`src/rtl/exp_bridge_pkg.sv`:
```
package exp_bridge_pkg;
   localparam int CPU_DW     = 32;
   localparam int LANE_LSB   = 16;
   localparam int WORD_SHIFT = 2;

   typedef enum logic {
      OP_READ  = 1'b0,
      OP_WRITE = 1'b1
   } op_e;
endpackage

```
`src/rtl/exp_addr_map.sv`:
```
module exp_addr_map #(
   parameter int ADDR_W = 12,
   parameter int REG_AW = 3
) (
   input  logic [ADDR_W-1:0] byte_addr,
   output logic [REG_AW-1:0] reg_idx
);
   import exp_bridge_pkg::*;

   localparam int TOP_USED = WORD_SHIFT + REG_AW;

   // Index bits start at the word boundary; byte-offset bits are discarded.
   assign reg_idx = byte_addr[WORD_SHIFT +: REG_AW];

   logic unused_low;
   assign unused_low = ^byte_addr[WORD_SHIFT-1:0];

   generate
      if (ADDR_W > TOP_USED) begin : g_hi_drop
         logic unused_hi;
         assign unused_hi = ^byte_addr[ADDR_W-1:TOP_USED];
      end
   endgenerate
endmodule

```
`src/rtl/exp_wr_lane.sv`:
```
module exp_wr_lane #(
   parameter int PER_DW = 16
) (
   input  logic [31:0]       cpu_word,
   output logic [PER_DW-1:0] lane
);
   import exp_bridge_pkg::*;

   logic unused_lower_half;
   assign unused_lower_half = ^cpu_word[LANE_LSB-1:0];

   generate
      if (PER_DW == 16) begin : g_half
         assign lane = cpu_word[CPU_DW-1:LANE_LSB];
      end else begin : g_byte
         assign lane = cpu_word[LANE_LSB+7:LANE_LSB];
         logic unused_top_byte;
         assign unused_top_byte = ^cpu_word[CPU_DW-1:LANE_LSB+8];
      end
   endgenerate
endmodule

```
`src/rtl/exp_rd_fill.sv`:
```
module exp_rd_fill #(
   parameter int PER_DW = 16
) (
   input  logic [PER_DW-1:0] per_data,
   output logic [31:0]       cpu_word
);
   import exp_bridge_pkg::*;

   localparam int FILL_W = CPU_DW - PER_DW;

   generate
      if (FILL_W > 0) begin : g_fill
         assign cpu_word = {{FILL_W{1'b1}}, per_data};
      end else begin : g_full
         assign cpu_word = per_data;
      end
   endgenerate
endmodule

```
`src/rtl/exp_bridge_ctrl.sv`:
```
module exp_bridge_ctrl #(
   parameter int REG_AW = 3,
   parameter int PER_DW = 16
) (
   input  logic              clk,
   input  logic              rst_n,
   input  logic              req_valid,
   input  logic              req_write,
   input  logic [REG_AW-1:0] idx_in,
   input  logic [PER_DW-1:0] lane_in,
   output logic              req_ready,
   output logic              wr_strobe,
   output logic              rd_strobe,
   output logic [REG_AW-1:0] idx_q,
   output logic [PER_DW-1:0] lane_q
);
   import exp_bridge_pkg::*;

   logic busy;
   op_e  op_q;
   logic take;

   assign req_ready = !busy;
   assign take      = req_valid && !busy;

   always_ff @(posedge clk or negedge rst_n) begin
      if (!rst_n) begin
         busy   <= 1'b0;
         op_q   <= OP_READ;
         idx_q  <= '0;
         lane_q <= '0;
      end else begin
         busy <= take;
         if (take) begin
            op_q   <= req_write ? OP_WRITE : OP_READ;
            idx_q  <= idx_in;
            lane_q <= lane_in;
         end
      end
   end

   assign wr_strobe = busy && (op_q == OP_WRITE);
   assign rd_strobe = busy && (op_q == OP_READ);
endmodule

```
`src/rtl/exp_width_bridge.sv`:
```
module exp_width_bridge #(
   parameter int PER_DW = 16,
   parameter int REG_AW = 3,
   parameter int ADDR_W = 12
) (
   input  logic              clk,
   input  logic              rst_n,
   input  logic              cpu_req_valid,
   output logic              cpu_req_ready,
   input  logic              cpu_req_write,
   input  logic [ADDR_W-1:0] cpu_req_addr,
   input  logic [31:0]       cpu_req_wdata,
   output logic              cpu_rsp_valid,
   output logic [31:0]       cpu_rsp_rdata,
   output logic [REG_AW-1:0] per_addr,
   output logic [PER_DW-1:0] per_wdata,
   output logic              per_wr_strobe,
   output logic              per_rd_strobe,
   input  logic [PER_DW-1:0] per_rdata
);
   import exp_bridge_pkg::*;

   generate
      if (!(PER_DW == 8 || PER_DW == 16)) begin : g_bad_width
         $error("exp_width_bridge: PER_DW must be 8 or 16");
      end
      if (ADDR_W < REG_AW + WORD_SHIFT) begin : g_bad_addr
         $error("exp_width_bridge: ADDR_W too small for REG_AW");
      end
      if (REG_AW < 1) begin : g_bad_idx
         $error("exp_width_bridge: REG_AW must be at least 1");
      end
   endgenerate

   logic [REG_AW-1:0] idx_c;
   logic [PER_DW-1:0] lane_c;

   exp_addr_map #(.ADDR_W(ADDR_W), .REG_AW(REG_AW)) u_map (
      .byte_addr (cpu_req_addr),
      .reg_idx   (idx_c)
   );

   exp_wr_lane #(.PER_DW(PER_DW)) u_lane (
      .cpu_word (cpu_req_wdata),
      .lane     (lane_c)
   );

   exp_bridge_ctrl #(.REG_AW(REG_AW), .PER_DW(PER_DW)) u_ctrl (
      .clk       (clk),
      .rst_n     (rst_n),
      .req_valid (cpu_req_valid),
      .req_write (cpu_req_write),
      .idx_in    (idx_c),
      .lane_in   (lane_c),
      .req_ready (cpu_req_ready),
      .wr_strobe (per_wr_strobe),
      .rd_strobe (per_rd_strobe),
      .idx_q     (per_addr),
      .lane_q    (per_wdata)
   );

   exp_rd_fill #(.PER_DW(PER_DW)) u_fill (
      .per_data (per_rdata),
      .cpu_word (cpu_rsp_rdata)
   );

   assign cpu_rsp_valid = per_rd_strobe;
endmodule

```
`config.mk`:
```
export PLATFORM = sky130hd
export DESIGN_NAME = exp_width_bridge
export DESIGN_NICKNAME = d
export VERILOG_FILES = /design/src/rtl/exp_bridge_pkg.sv /design/src/rtl/exp_addr_map.sv /design/src/rtl/exp_wr_lane.sv /design/src/rtl/exp_rd_fill.sv /design/src/rtl/exp_bridge_ctrl.sv /design/src/rtl/exp_width_bridge.sv
export SDC_FILE = /design/constraint.sdc
export NUM_CORES = 1
export LEC_CHECK = 0
export BUFFER_PORTS_ARGS = -buffer_cell sky130_fd_sc_hd__buf_2
export CAP_MARGIN = 20
export CORE_MARGIN = 2
export CORE_UTILIZATION = 25
export CTS_CLUSTER_SIZE = 16
export DETAILED_ROUTE_END_ITERATION = 7
export PLACE_DENSITY_LB_ADDON = 0.15
export SYNTH_ARGS = -nofsm -noshare
export SYNTH_HDL_FRONTEND = slang
export SYNTH_SLANG_ARGS = --single-unit
```
`constraint.sdc`:
```
create_clock -name clk -period 2.26 [get_ports clk]
set_input_delay 0.226 -clock clk [delete_from_list [all_inputs] [get_ports clk]]
set_output_delay 0.226 -clock clk [all_outputs]
set_load 0.005 [all_outputs]
```
==> results of run 1 <==
-- power groups by stage --
stage          Combinational, mW  Sequential (mW)  Clock (mW)
2_1_floorplan              0.155            0.470           0
4_1_cts                    0.210            0.460       0.263
6_report                   0.204            0.459       0.247
3_5_place_dp               0.208            0.465           0
5_1_grt                    0.225            0.468       0.274
3_3_place_gp               0.205            0.465           0
-- layout make-up --
class	instances	area share [%]
Sequential cell	21	41.6
Multi-Input combinational cell	39	30.1
Timing Repair Buffer	47	19.2
Tap cell	52	5.15
Clock buffer	4	3.57
Inverter	1	0.297
-- worst min path at each step --
stage	startpoint	to	slack, ps
2_1_floorplan	rst_n	u_ctrl.busy	-70
3_3_place_gp	rst_n	u_ctrl.lane_q[11]	220
3_5_place_dp	rst_n	u_ctrl.idx_q[2]	220
4_1_cts	cpu_req_wdata[27]	u_ctrl.lane_q[11]	180
5_1_grt	cpu_req_wdata[23]	u_ctrl.lane_q[7]	180
6_report	cpu_req_wdata[16]	u_ctrl.lane_q[0]	190
-- through the flow --
step / instance area, um^2 / utilization [%] / instances
finish: 1260 / 29.0 / 164
global route: 1260 / 29.0 / 164
CTS: 1260 / 29.0 / 164
detailed placement: 1210 / 27.7 / 159
global placement: 1210 / 27.7 / 159
floorplan: 1180 / - / 96
-- cells in the mapped netlist --
master,number
nor2_1,1
nor2b_4,1
dfrtp_1,21
mux2_4,19
buf_6,2
mux2_2,1
buf_4,33
conb_1,1
and2_1,1
inv_1,1
-- sequential cells by signal, indices dropped and copies added (netlist names) --
name and count:
u_ctrl.lane_q 16, u_ctrl.op_q 1, u_ctrl.idx_q 3, u_ctrl.busy 1
-- logic make-up (layout without fill, tap and decap cells) --
group / count (synthesis) / count (layout)
AND/OR/NAND/NOR: 3 / 3
flip-flops: 21 / 21
multiplexers: 20 / 20
other: 1 / 16
buffers and inverters: 36 / 52
-- per-layer routing --
layer / global-route usage (%) / wire [um]
met4: 2.73 / 19
met3: 3.70 / 216
met1: 8.95 / 743
met5: 0 / 0
met2: 13.9 / 1020
-- worst max-delay path, cell delays in order, from the launching register on --
cell and delay [ps]:
dfrtp_1 420, nor2b_4 230, buf_4 350, mux2_2 370
==> summary.md, run 1 <==
| Metric | Value |
|---|---|
| Adder-cell share of the synthesized area | `0%` |
| Commonest cells after routing, fill and taps aside | `45 x buf_2, 21 x dfrtp_1, 19 x mux2_4, 16 x conb_1, 3 x clkbuf_8` |
| Core Region | `around 4400 um^2` |
| # hold bufs at CTS | `1` |
| Root Buffer | `clkbuf_8` |
| Clock Sink Count | `21` |
| Hold depth | `2` |
| Setup WS post-layout | `780 ps` |
| Power share of the combinational group | `between 20% and 30%` |
| Final Power | `between 0.9 and 1 mW` |
| First-pass GRT wire length | `around 3.1 mm` |
| CTS tree | `built` |
| Share of cells above drive strength 1 | `roughly 63%` |
| PwrDens | `721 nW/um^2` |
| Register area | `~530 um^2` |
| Starting Density | `25.8%` |
| RSZ-0062 raised after global routing | `false` |
| Hold WC Path Type | `primary input to flip-flop` |
| Sw Pwr | `between 0.2 and 0.25 mW` |
| # setup viols final | `0` |
| Setup slack, reg-to-reg | `between 700 and 800 ps` |
| Setup crit start | `u_ctrl.busy` |
| Gr usage total | `approximately 8.1%` |
| # IOs | `roughly 120` |
| Commonest non-fill, non-tap cell in the layout | `buf_2` |
| Reg2reg end | `u_ctrl.lane_q[9]` |
| Antenna Cells | `0` |
| Overflow after GRT | `0` |
| Post-synthesis compound-gate area fraction | `0%` |
| Int Power | `between 0.6 and 0.7 mW` |
| Initial antenna violation count | `0` |
| WL/cell | `12.2 um` |
| Area occupied by multi-input gates | `roughly 380 um^2` |
| Final Hold Fails | `0` |
| Vias per std cell | `approximately 3.7` |
| Vias | `roughly 610` |
| Crit path kind | `flip-flop to flip-flop` |
| Largest net degree at the start of global routing | `22` |
| CTS max path bufs | `2` |
| Chip height | `71.0 um` |
| CP Capture Type | `flip-flop` |
| FF-to-FF Start | `u_ctrl.busy` |
| Largest area contributor in the netlist | `dfrtp_1` |
| Area Growth Syn to Fin | `12.4%` |
| Post-Route WL | `around 2.0 mm` |
| Drt first pass iters | `2` |
| Leak | `between 0.6 and 0.7 nW` |
| Seq pwr share | `between 50 and 60%` |
| Final worst-path cycle share | `65.5%` |
| Syn_area_per_cell | `between 10 and 15 um^2` |
| Crit path to | `u_ctrl.lane_q[9]` |
| Critical Path Fanout Max | `17` |
| Final nets | `about 180` |
| Ys Warns | `0` |
| Synth top area cells | `dfrtp_1 47%, mux2_4 25%, buf_4 22%` |
| Element type at the critical path start | `flip-flop` |
| Sw frac | `24.6%` |
| CTS Buf Count | `3` |
| DR DRC count | `0` |
| Final min period | `approximately 1500 ps` |
| Main combinational cell family by area after synthesis | `multiplexers` |
| Iteration-0 DRC Markers | `6` |
| Clock power share | `27.2%` |
| Remaining antenna violation count | `0` |
| Clock skew | `0.893 ps` |
| Clk_lat worst skew | `between 200 and 300 ps` |
| CP arrival | `1630 ps` |
| Share of the synthesized area in the top cell type | `between 40% and 50%` |
| Post-synthesis mux area share | `between 20% and 30%` |
| Fillers | `450` |
| Max Clock Freq | `675 MHz` |
| Die area | `5050 um^2` |
| H-tree Lvls | `1` |
| Row count | `24` |
| Worst VDD drop | `0.372 mV` |
| MaxCap Viol Count | `0` |
| IO buf count | `45` |
| Syn Std Cell Area | `roughly 1100 um^2` |
| Pre-CTS WS | `~750 ps` |
| Yosys cell types | `10` |
| Final TNS setup | `0 ps` |
| Status | `finished, final reports clean` |
| Final Max Tran Viols | `0` |
| Clk slew on worst S/H paths | `approximately 80 ps` |
| Post-CTS resize count | `0` |
| Seq/Total Area, Yosys | `~47%` |
| Setup Buffers After CTS | `0` |
| XOR/XNOR share of the synthesized area | `0%` |
| Die W | `approximately 71 um` |
| Worst hold slack | `around 190 ps` |
| Cells on worst reg2reg path | `3` |
| Crit path required time | `between 2000 and 2500 ps` |
| Simple-Gate Fraction of Synth Area | `~2.1%` |
| Flops & latches, synth | `21` |
| Post-Synthesis Cells | `81` |
| Vias in the first global route | `606` |
| Gp weighted congestion | `between 0.6 and 0.7` |
| DP HPWL | `roughly 1.4 mm` |
(Power assumes the default switching activity.)
==> run 2, diff against run 1 <==
--- a/config.mk
+++ b/config.mk
@@ -5,6 +5,7 @@
 export SDC_FILE = /design/constraint.sdc
 export NUM_CORES = 1
 export LEC_CHECK = 0
+export ABC_AREA = 1
 export BUFFER_PORTS_ARGS = -buffer_cell sky130_fd_sc_hd__buf_2
 export CAP_MARGIN = 20
 export CORE_MARGIN = 2
==> constraint.sdc (replaced) <==
create_clock -name clk -period 1.5 [get_ports clk]
set_input_delay 0.15 -clock clk [delete_from_list [all_inputs] [get_ports clk]]
set_output_delay 0.15 -clock clk [all_outputs]
set_load 0.005 [all_outputs]
==> run 2 against run 1 <==
Compared with the run above:
- via count increased by 34%
- register-to-register slack got worse by 500 ps
- sequential cell count unchanged
- clock power rose by 47%
- design area down 3.5%
- largest cell class unchanged
- largest power group unchanged
- cell count rose by 25%
- setup slack worse by 630 ps
- clock-buffer cell count unchanged
- wire length is 20% higher
==> summary.md, run 2 <==
| Metric | Value |
|---|---|
| Worst Path Buf+Inv | `3 (was 1)` |
| H-tree Lvls | `1 (unchanged)` |
| Power share of the combinational group | `19.2% (was 22.5%)` |
| Vias | `814 (was 608)` |
| Synth top area cells | `dfrtp_1 48%, buf_4 24%, nand2_1 14% (was dfrtp_1 47%, mux2_4 25%, buf_4 22%)` |
| Max FFs per register | `16 (unchanged)` |
| Pre-CTS WS | `251 ps (was 749 ps)` |
| WL/cell | `11.6 um (was 12.2 um)` |
| Final min period | `about 1300 ps` |
| Final nets | `220 (was 177)` |
| Status | `finished, final reports clean (unchanged)` |
| Clock power share | `28.3% (was 27.2%)` |
| CTS max path bufs | `2 (unchanged)` |
| Chip height | `70.0 um (was 71.0 um)` |
| Core Region | `4090 um^2 (was 4350 um^2)` |
| Largest registers | `u_ctrl.lane_q (16), u_ctrl.idx_q (3) (unchanged)` |
| Commonest cells after routing, fill and taps aside | `45 x buf_2, 41 x nand2_1, 21 x dfrtp_1, 20 x nand3_1, 16 x conb_1 (was 45 x buf_2, 21 x dfrtp_1, 19 x mux2_4, 16 x conb_1, 3 x clkbuf_8)` |
| Fillers | `458 (was 450)` |
| IO buf count | `45 (unchanged)` |
| CP Capture Type | `output pin (was flip-flop)` |
| Clk slew on worst S/H paths | `70 ps (was 80 ps)` |
| DP HPWL | `1.75 mm (was 1.44 mm)` |
| CP delay by family, top | `buffers and inverters (was flip-flops)` |
| Worst VDD drop | `0.575 mV (was 0.372 mV)` |
| Clk_lat worst skew | `250 ps (was 260 ps)` |
| Register area | `526 um^2 (unchanged)` |
| CP arrival | `1200 ps (was 1630 ps)` |
| Initial antenna violation count | `0 (unchanged)` |
| Crit path kind | `flip-flop to output pin (was flip-flop to flip-flop)` |
| Count leader, synth | `nand2_1 (was buf_4)` |
| CTS tree | `built (unchanged)` |
| Antenna Cells | `0 (unchanged)` |
| Async SR Flop Fraction | `100% (unchanged)` |
| Sw Pwr | `0.349 mW (was 0.224 mW)` |
| Int Power | `0.936 mW (was 0.686 mW)` |
| Most flops, register | `u_ctrl.lane_q (unchanged)` |
| Ys Warns | `0 (unchanged)` |
| # IOs | `119 (unchanged)` |
| Share of cells above drive strength 1 | `33.5% (was 62.5%)` |
| Vias per std cell | `3.97 (was 3.71)` |
| Die W | `70.0 um (was 71.0 um)` |
| Post-Synthesis Cells | `127 (was 81)` |
| Drt first pass iters | `3 (was 2)` |
| MaxCap Viol Count | `0 (unchanged)` |
| Share of the synthesized area in the top cell type | `48.3% (was 46.8%)` |
| Seq pwr share | `52.5% (was 50.4%)` |
| Worst hold slack | `120 ps (was 194 ps)` |
| Clock Sink Count | `21 (unchanged)` |
| Sw frac | `27.2% (was 24.6%)` |
| CTS Buf Count | `3 (unchanged)` |
| Final Max Tran Viols | `0 (unchanged)` |
| Remaining antenna violation count | `0 (unchanged)` |
| Post-Layout Cell Count | `205 (was 164)` |
| Final TNS setup | `0 ps (unchanged)` |
| Row count | `23 (was 24)` |
| Seq/Total Area, Yosys | `48.3% (was 46.8%)` |
| RSZ-0062 raised after global routing | `false (unchanged)` |
| Syn_area_per_cell | `8.56 um^2 (was 13.9 um^2)` |
| Hold WC Path Type | `primary input to flip-flop (unchanged)` |
| Leak | `0.730 nW (was 0.677 nW)` |
| Critical Path Fanout Max | `15 (was 17)` |
| Setup WS post-layout | `151 ps (was 780 ps)` |
| Flops & latches, synth | `21 (unchanged)` |
| DR DRC count | `0 (unchanged)` |
| Clock skew | `1.69 ps (was 0.893 ps)` |
| CP max stage delay | `390 ps (was 420 ps)` |
| Final Hold Fails | `0 (unchanged)` |
| Yosys cell types | `10 (unchanged)` |
| Gr usage total | `9.91% (was 8.13%)` |
| Area occupied by multi-input gates | `324 um^2 (was 380 um^2)` |
| Setup Buffers After CTS | `0 (unchanged)` |
| Largest area contributor in the netlist | `dfrtp_1 (unchanged)` |
| Overflow after GRT | `0 (unchanged)` |
| Max Clock Freq | `741 MHz` |
| Post-synth top flop | `dfrtp_1 (unchanged)` |
| Final instance area | `1220 um^2 (was 1260 um^2)` |
| Commonest non-fill, non-tap cell in the layout | `buf_2 (unchanged)` |
| # setup viols final | `0 (unchanged)` |
| EDFF count, synth | `0 (unchanged)` |
| Die area | `4890 um^2 (was 5050 um^2)` |
| Post-Route WL | `2.39 mm (was 2.00 mm)` |
| Vias in the first global route | `786 (was 606)` |
| # hold bufs at CTS | `1 (unchanged)` |
| PwrDens | `1060 nW/um^2 (was 721 nW/um^2)` |
| Slowest cell on the critical path | `dfrtp_1 (unchanged)` |
| Dpl cells | `200 (was 159)` |
| DP Area | `1160 um^2 (was 1210 um^2)` |
| Final worst-path cycle share | `90.0%` |
| Starting Density | `26.6% (was 25.8%)` |
| Gp weighted congestion | `0.737 (was 0.602)` |
| Root Buffer | `clkbuf_8 (unchanged)` |
| Iteration-0 DRC Markers | `26 (was 6)` |
| Syn Std Cell Area | `1090 um^2 (was 1120 um^2)` |
| Synth cell count leaders | `41 x nand2_1, 35 x buf_4, 21 x dfrtp_1, 20 x nand3_1, 4 x buf_2 (was 33 x buf_4, 21 x dfrtp_1, 19 x mux2_4, 2 x buf_6)` |
| Area Growth Syn to Fin | `12.1% (was 12.4%)` |
| Crit path required time | `1350 ps (was 2410 ps)` |
| Largest net degree at the start of global routing | `22 (unchanged)` |
| Element type at the critical path start | `flip-flop (unchanged)` |
| First-pass GRT wire length | `3.90 mm (was 3.12 mm)` |
| CP cell instances | `inv_2 -> buf_4 -> buf_2 (was nor2b_4 -> buf_4 -> mux2_2)` |
| Post-CTS resize count | `0 (unchanged)` |
## run 2: power by group through the flow
stage	clock [mW]	sequential, mW	combinational (mW)
floorplan	0	0.692	0.175
global route	0.415	0.684	0.284
finish	0.364	0.675	0.247
detailed placement	0	0.686	0.252
CTS	0.392	0.677	0.253
global placement	0	0.684	0.246
## run 2: routing by layer
layer  vias up  GRT usage [%]  share of wire, %
met5         -              0                 0
met4         0           1.50             0.084
met3         2           4.33                10
met2        44           16.8                48
met1       370           11.8                42
li1        398              -                 -
## run 2: final timing paths
path	from	to	slack [ps]	cells after the start
max reg2reg	u_ctrl.busy	u_ctrl.lane_q[8]	280	4
max in group asynchronous	rst_n	u_ctrl.lane_q[0]	790	2
min reg2reg	u_ctrl.lane_q[13]	u_ctrl.lane_q[13]	470	2
min in group asynchronous	rst_n	u_ctrl.idx_q[2]	380	2
max	u_ctrl.busy	cpu_req_ready	150	3
min	cpu_req_wdata[19]	u_ctrl.lane_q[3]	120	3
## run 2: area by class of cell
class | instances | share of cell area [%]
Clock buffer | 4 | 3.70
Inverter | 3 | 0.924
Multi-Input combinational cell | 79 | 26.6
Sequential cell | 21 | 43.1
Tap cell | 50 | 5.13
Timing Repair Buffer | 48 | 20.5
## run 2: cell families after synthesis
group	share of synthesized area (%)
buf+inv	27.0
other cells	0.345
simple gates	24.3
flops	48.3
## run 2: tightest hold or removal path: stages
cell and delay, ps:
buf_2 70, nand3_1 60, nand2_1 60
## run 2: stage by stage
stage | power [mW] | util (%)
after CTS | 1.32 | 29.8
after floorplan | 0.867 | -
final | 1.29 | 29.8
after global routing | 1.38 | 29.8
after detailed placement | 0.938 | 28.5
after global placement | 0.931 | 28.5
==> run 3, diff against run 2 <==
--- a/config.mk
+++ b/config.mk
@@ -13,6 +13,8 @@
 export CTS_CLUSTER_SIZE = 16
 export DETAILED_ROUTE_END_ITERATION = 7
 export PLACE_DENSITY_LB_ADDON = 0.15
+export SKIP_CTS_REPAIR_TIMING = 1
 export SYNTH_ARGS = -nofsm -noshare
 export SYNTH_HDL_FRONTEND = slang
+export SYNTH_HIERARCHICAL = 1
 export SYNTH_SLANG_ARGS = --single-unit
==> run 3 against run 2 <==
Compared with the run above:
- non-clock buffer count unchanged
- register-to-register slack better by 40 ps
- utilization down 3.7 points
- power up 0.51%
- critical endpoint unchanged
==> summary.md, run 3 <==
| Metric | Value |
|---|---|
| DP Area | `1180 um^2 (was 1160 um^2)` |
| Clk_lat worst skew | `260 ps (was 250 ps)` |
| Final instance area | `1240 um^2 (was 1220 um^2)` |
| CTS max path bufs | `2 (unchanged)` |
| Sw Pwr | `0.360 mW (was 0.349 mW)` |
| Vias in the first global route | `823 (was 786)` |
| Pre-CTS WS | `293 ps (was 251 ps)` |
| Post-synth top flop | `dfrtp_1 (unchanged)` |
| Max Clock Freq | `748 MHz (was 741 MHz)` |
| Setup WS post-layout | `164 ps (was 151 ps)` |
| Hold path startpoint | `cpu_req_wdata[23] (was cpu_req_wdata[19])` |
| CP max stage delay | `390 ps (about the same)` |
| Register area | `526 um^2 (unchanged)` |
| Count leader, synth | `buf_4 (was nand2_1)` |
| Synth top area cells | `dfrtp_1 42%, buf_4 32%, nand2_1 12% (was dfrtp_1 48%, buf_4 24%, nand2_1 14%)` |
| Power share of the combinational group | `19.0% (was 19.2%)` |
| Flops & latches, synth | `21 (unchanged)` |
| Sw frac | `27.9% (was 27.2%)` |
| Leak | `0.731 nW (was 0.730 nW)` |
| Commonest non-fill, non-tap cell in the layout | `buf_2 (unchanged)` |
| FF-to-FF Start | `u_ctrl/busy (was u_ctrl.busy)` |
| Row count | `25 (was 23)` |
| Worst VDD drop | `0.469 mV (was 0.575 mV)` |
| WL/cell | `11.1 um (was 11.6 um)` |
| CP Capture Type | `output pin (unchanged)` |
| CP cell instances | `inv_2 -> buf_4 -> buf_2 (unchanged)` |
| Syn_area_per_cell | `8.49 um^2 (was 8.56 um^2)` |
| DR DRC count | `0 (unchanged)` |
| Drt first pass iters | `4 (was 3)` |
| IO buf count | `45 (unchanged)` |
| Final nets | `220 (unchanged)` |
| RSZ-0062 raised after global routing | `false (unchanged)` |
| Vias | `815 (was 814)` |
| Worst Hold Path EP | `u_ctrl/lane_q[7] (was u_ctrl.lane_q[3])` |
| Hold WC Path Type | `primary input to flip-flop (unchanged)` |
| CTS Buf Count | `3 (unchanged)` |
| Crit path kind | `flip-flop to output pin (unchanged)` |
| Seq/Total Area, Yosys | `42.4% (was 48.3%)` |
| Core Region | `4750 um^2 (was 4090 um^2)` |
| Die area | `5540 um^2 (was 4890 um^2)` |
| MaxCap Viol Count | `0 (unchanged)` |
| Synth cell count leaders | `53 x buf_4, 41 x nand2_1, 21 x dfrtp_1, 20 x nand3_1, 3 x buf_2 (was 41 x nand2_1, 35 x buf_4, 21 x dfrtp_1, 20 x nand3_1, 4 x buf_2)` |
| Crit path required time | `1350 ps (about the same)` |
| Setup slack, reg-to-reg | `320 ps (was 280 ps)` |
| Overflow after GRT | `0 (unchanged)` |
| Vias per std cell | `3.67 (was 3.97)` |
| Share of cells above drive strength 1 | `34.8% (was 33.5%)` |
| Ys Warns | `6 (was 0)` |
| Post-Layout Cell Count | `222 (was 205)` |
| CP arrival | `1190 ps (was 1200 ps)` |
| Area occupied by multi-input gates | `324 um^2 (unchanged)` |
| # setup viols final | `0 (unchanged)` |
| Root Buffer | `clkbuf_8 (unchanged)` |
| Seq pwr share | `52.4% (was 52.5%)` |
| Final Power | `1.29 mW (about the same)` |
| PwrDens | `1040 nW/um^2 (was 1060 nW/um^2)` |
| Largest registers | `u_ctrl/lane_q (16), u_ctrl/idx_q (3) (was u_ctrl.lane_q (16), u_ctrl.idx_q (3))` |
| EDFF count, synth | `0 (unchanged)` |
| Fillers | `556 (was 458)` |
| Gr usage total | `9.43% (was 9.91%)` |
| H-tree Lvls | `1 (unchanged)` |
| Clock skew | `3.55 ps (was 1.69 ps)` |
| Largest area contributor in the netlist | `dfrtp_1 (unchanged)` |
| Clk slew on worst S/H paths | `80 ps (was 70 ps)` |
| Critical Path Fanout Max | `12 (was 15)` |
| Final worst-path cycle share | `89.1% (was 90.0%)` |
| Element type at the critical path start | `flip-flop (unchanged)` |
| Share of the synthesized area in the top cell type | `42.4% (was 48.3%)` |
| Commonest cells after routing, fill and taps aside | `45 x buf_2, 41 x nand2_1, 21 x dfrtp_1, 20 x nand3_1, 16 x conb_1 (unchanged)` |
| First-pass GRT wire length | `3.94 mm (was 3.90 mm)` |
| Syn Std Cell Area | `1240 um^2 (was 1090 um^2)` |
| DP HPWL | `1.77 mm (was 1.75 mm)` |
| Slowest cell on the critical path | `dfrtp_1 (unchanged)` |
| Iteration-0 DRC Markers | `28 (was 26)` |
| CTS tree | `built (unchanged)` |
| Final min period | `1340 ps (was 1350 ps)` |
| Reg2reg end | `u_ctrl/lane_q[13] (was u_ctrl.lane_q[8])` |
| Slew headroom | `66.5%` |
| Yosys cell types | `11 (was 10)` |
| Final Max Tran Viols | `0 (unchanged)` |
| # IOs | `119 (unchanged)` |
| Post-Route WL | `2.47 mm (was 2.39 mm)` |
| Area Growth Syn to Fin | `0.101% (was 12.1%)` |
| Cells on worst reg2reg path | `4 (unchanged)` |
| Remaining antenna violation count | `0 (unchanged)` |
| Final Hold Fails | `0 (unchanged)` |
| Largest net degree at the start of global routing | `22 (unchanged)` |
| Antenna Cells | `0 (unchanged)` |
| Hold depth | `3 (unchanged)` |
| Gp weighted congestion | `0.664 (was 0.737)` |
| Slew @ Worst Pin | `roughly 500 ps` |
| Post-Synthesis Cells | `146 (was 127)` |
| Clock Sink Count | `21 (unchanged)` |
| Dpl cells | `217 (was 200)` |
| Async SR Flop Fraction | `100% (unchanged)` |
| Final TNS setup | `0 ps (unchanged)` |
| Clock power share | `28.6% (was 28.3%)` |
| Int Power | `0.932 mW (was 0.936 mW)` |
| Starting Density | `26.1% (was 26.6%)` |
| Most flops, register | `u_ctrl/lane_q (was u_ctrl.lane_q)` |
| Initial antenna violation count | `0 (unchanged)` |
| Chip height | `74.4 um (was 70.0 um)` |
| Max FFs per register | `16 (unchanged)` |
| Status | `finished, final reports clean (unchanged)` |
| Die W | `74.4 um (was 70.0 um)` |
-- run 3: cell count changes in the layout (fill, tap and decap cells not counted), sizes merged --
cell,change
clkbuf,-1
clkinv,+1
-- run 3: worst max path at each step --
| stage | slack, ps | startpoint | end |
|---|---|---|---|
| after floorplan | 530 | u_ctrl/busy | per_rd_strobe |
| after CTS | 130 | u_ctrl/busy | cpu_req_ready |
| after detailed placement | 290 | u_ctrl/busy | u_ctrl/lane_q[10] |
| after global placement | 300 | u_ctrl/busy | u_ctrl/lane_q[14] |
| after global routing | 50 | u_ctrl/busy | cpu_req_ready |
| final | 160 | u_ctrl/busy | cpu_req_ready |
-- run 3: cell type report --
| class | instances | share of cell area (%) |
|---|---|---|
| Clock inverter | 1 | 0.403 |
| Multi-Input combinational cell | 79 | 26.1 |
| Inverter | 3 | 0.907 |
| Sequential cell | 21 | 42.3 |
| Clock buffer | 3 | 3.33 |
| Tap cell | 67 | 6.75 |
| Timing Repair Buffer | 48 | 20.2 |
-- run 3: logic make-up (layout without fill, tap and decap cells) --
kind of cell / Yosys count / after routing / synth area share (%)
buffers and inverters: 61 / 55 / 36.0
DFF: 21 / 21 / 42.4
and+or+nand+nor: 63 / 63 / 21.3
other: 1 / 16 / 0.302
-- run 3: worst max-delay path, delay by kind of cell, from the launching register on --
kind / cells / cell delay (ps)
buf+inv: 3 / 530
flops: 1 / 390
-- run 3: metrics by stage --
step | utilization (%) | hold WS [ps]
floorplan | - | -146
global placement | 24.9 | 138
detailed placement | 24.9 | 158
CTS | 25.9 | -136
global route | 26.1 | 113
finish | 26.1 | 121
-- run 3: power by group through the flow --
stage	sequential, mW	clock, mW	combinational [mW]
global route	0.689	0.426	0.292
floorplan	0.692	0	0.215
global placement	0.685	0	0.249
finish	0.677	0.369	0.246
detailed placement	0.688	0	0.251
CTS	0.679	0.399	0.251
-- run 3: per-layer routing --
layer	track usage (%)	vias to the layer above	wire length, um
met5	0	-	0
met4	0.397	0	4
met3	4.47	2	260
met2	14.9	46	1140
met1	12.4	370	1060
li1	-	397	-
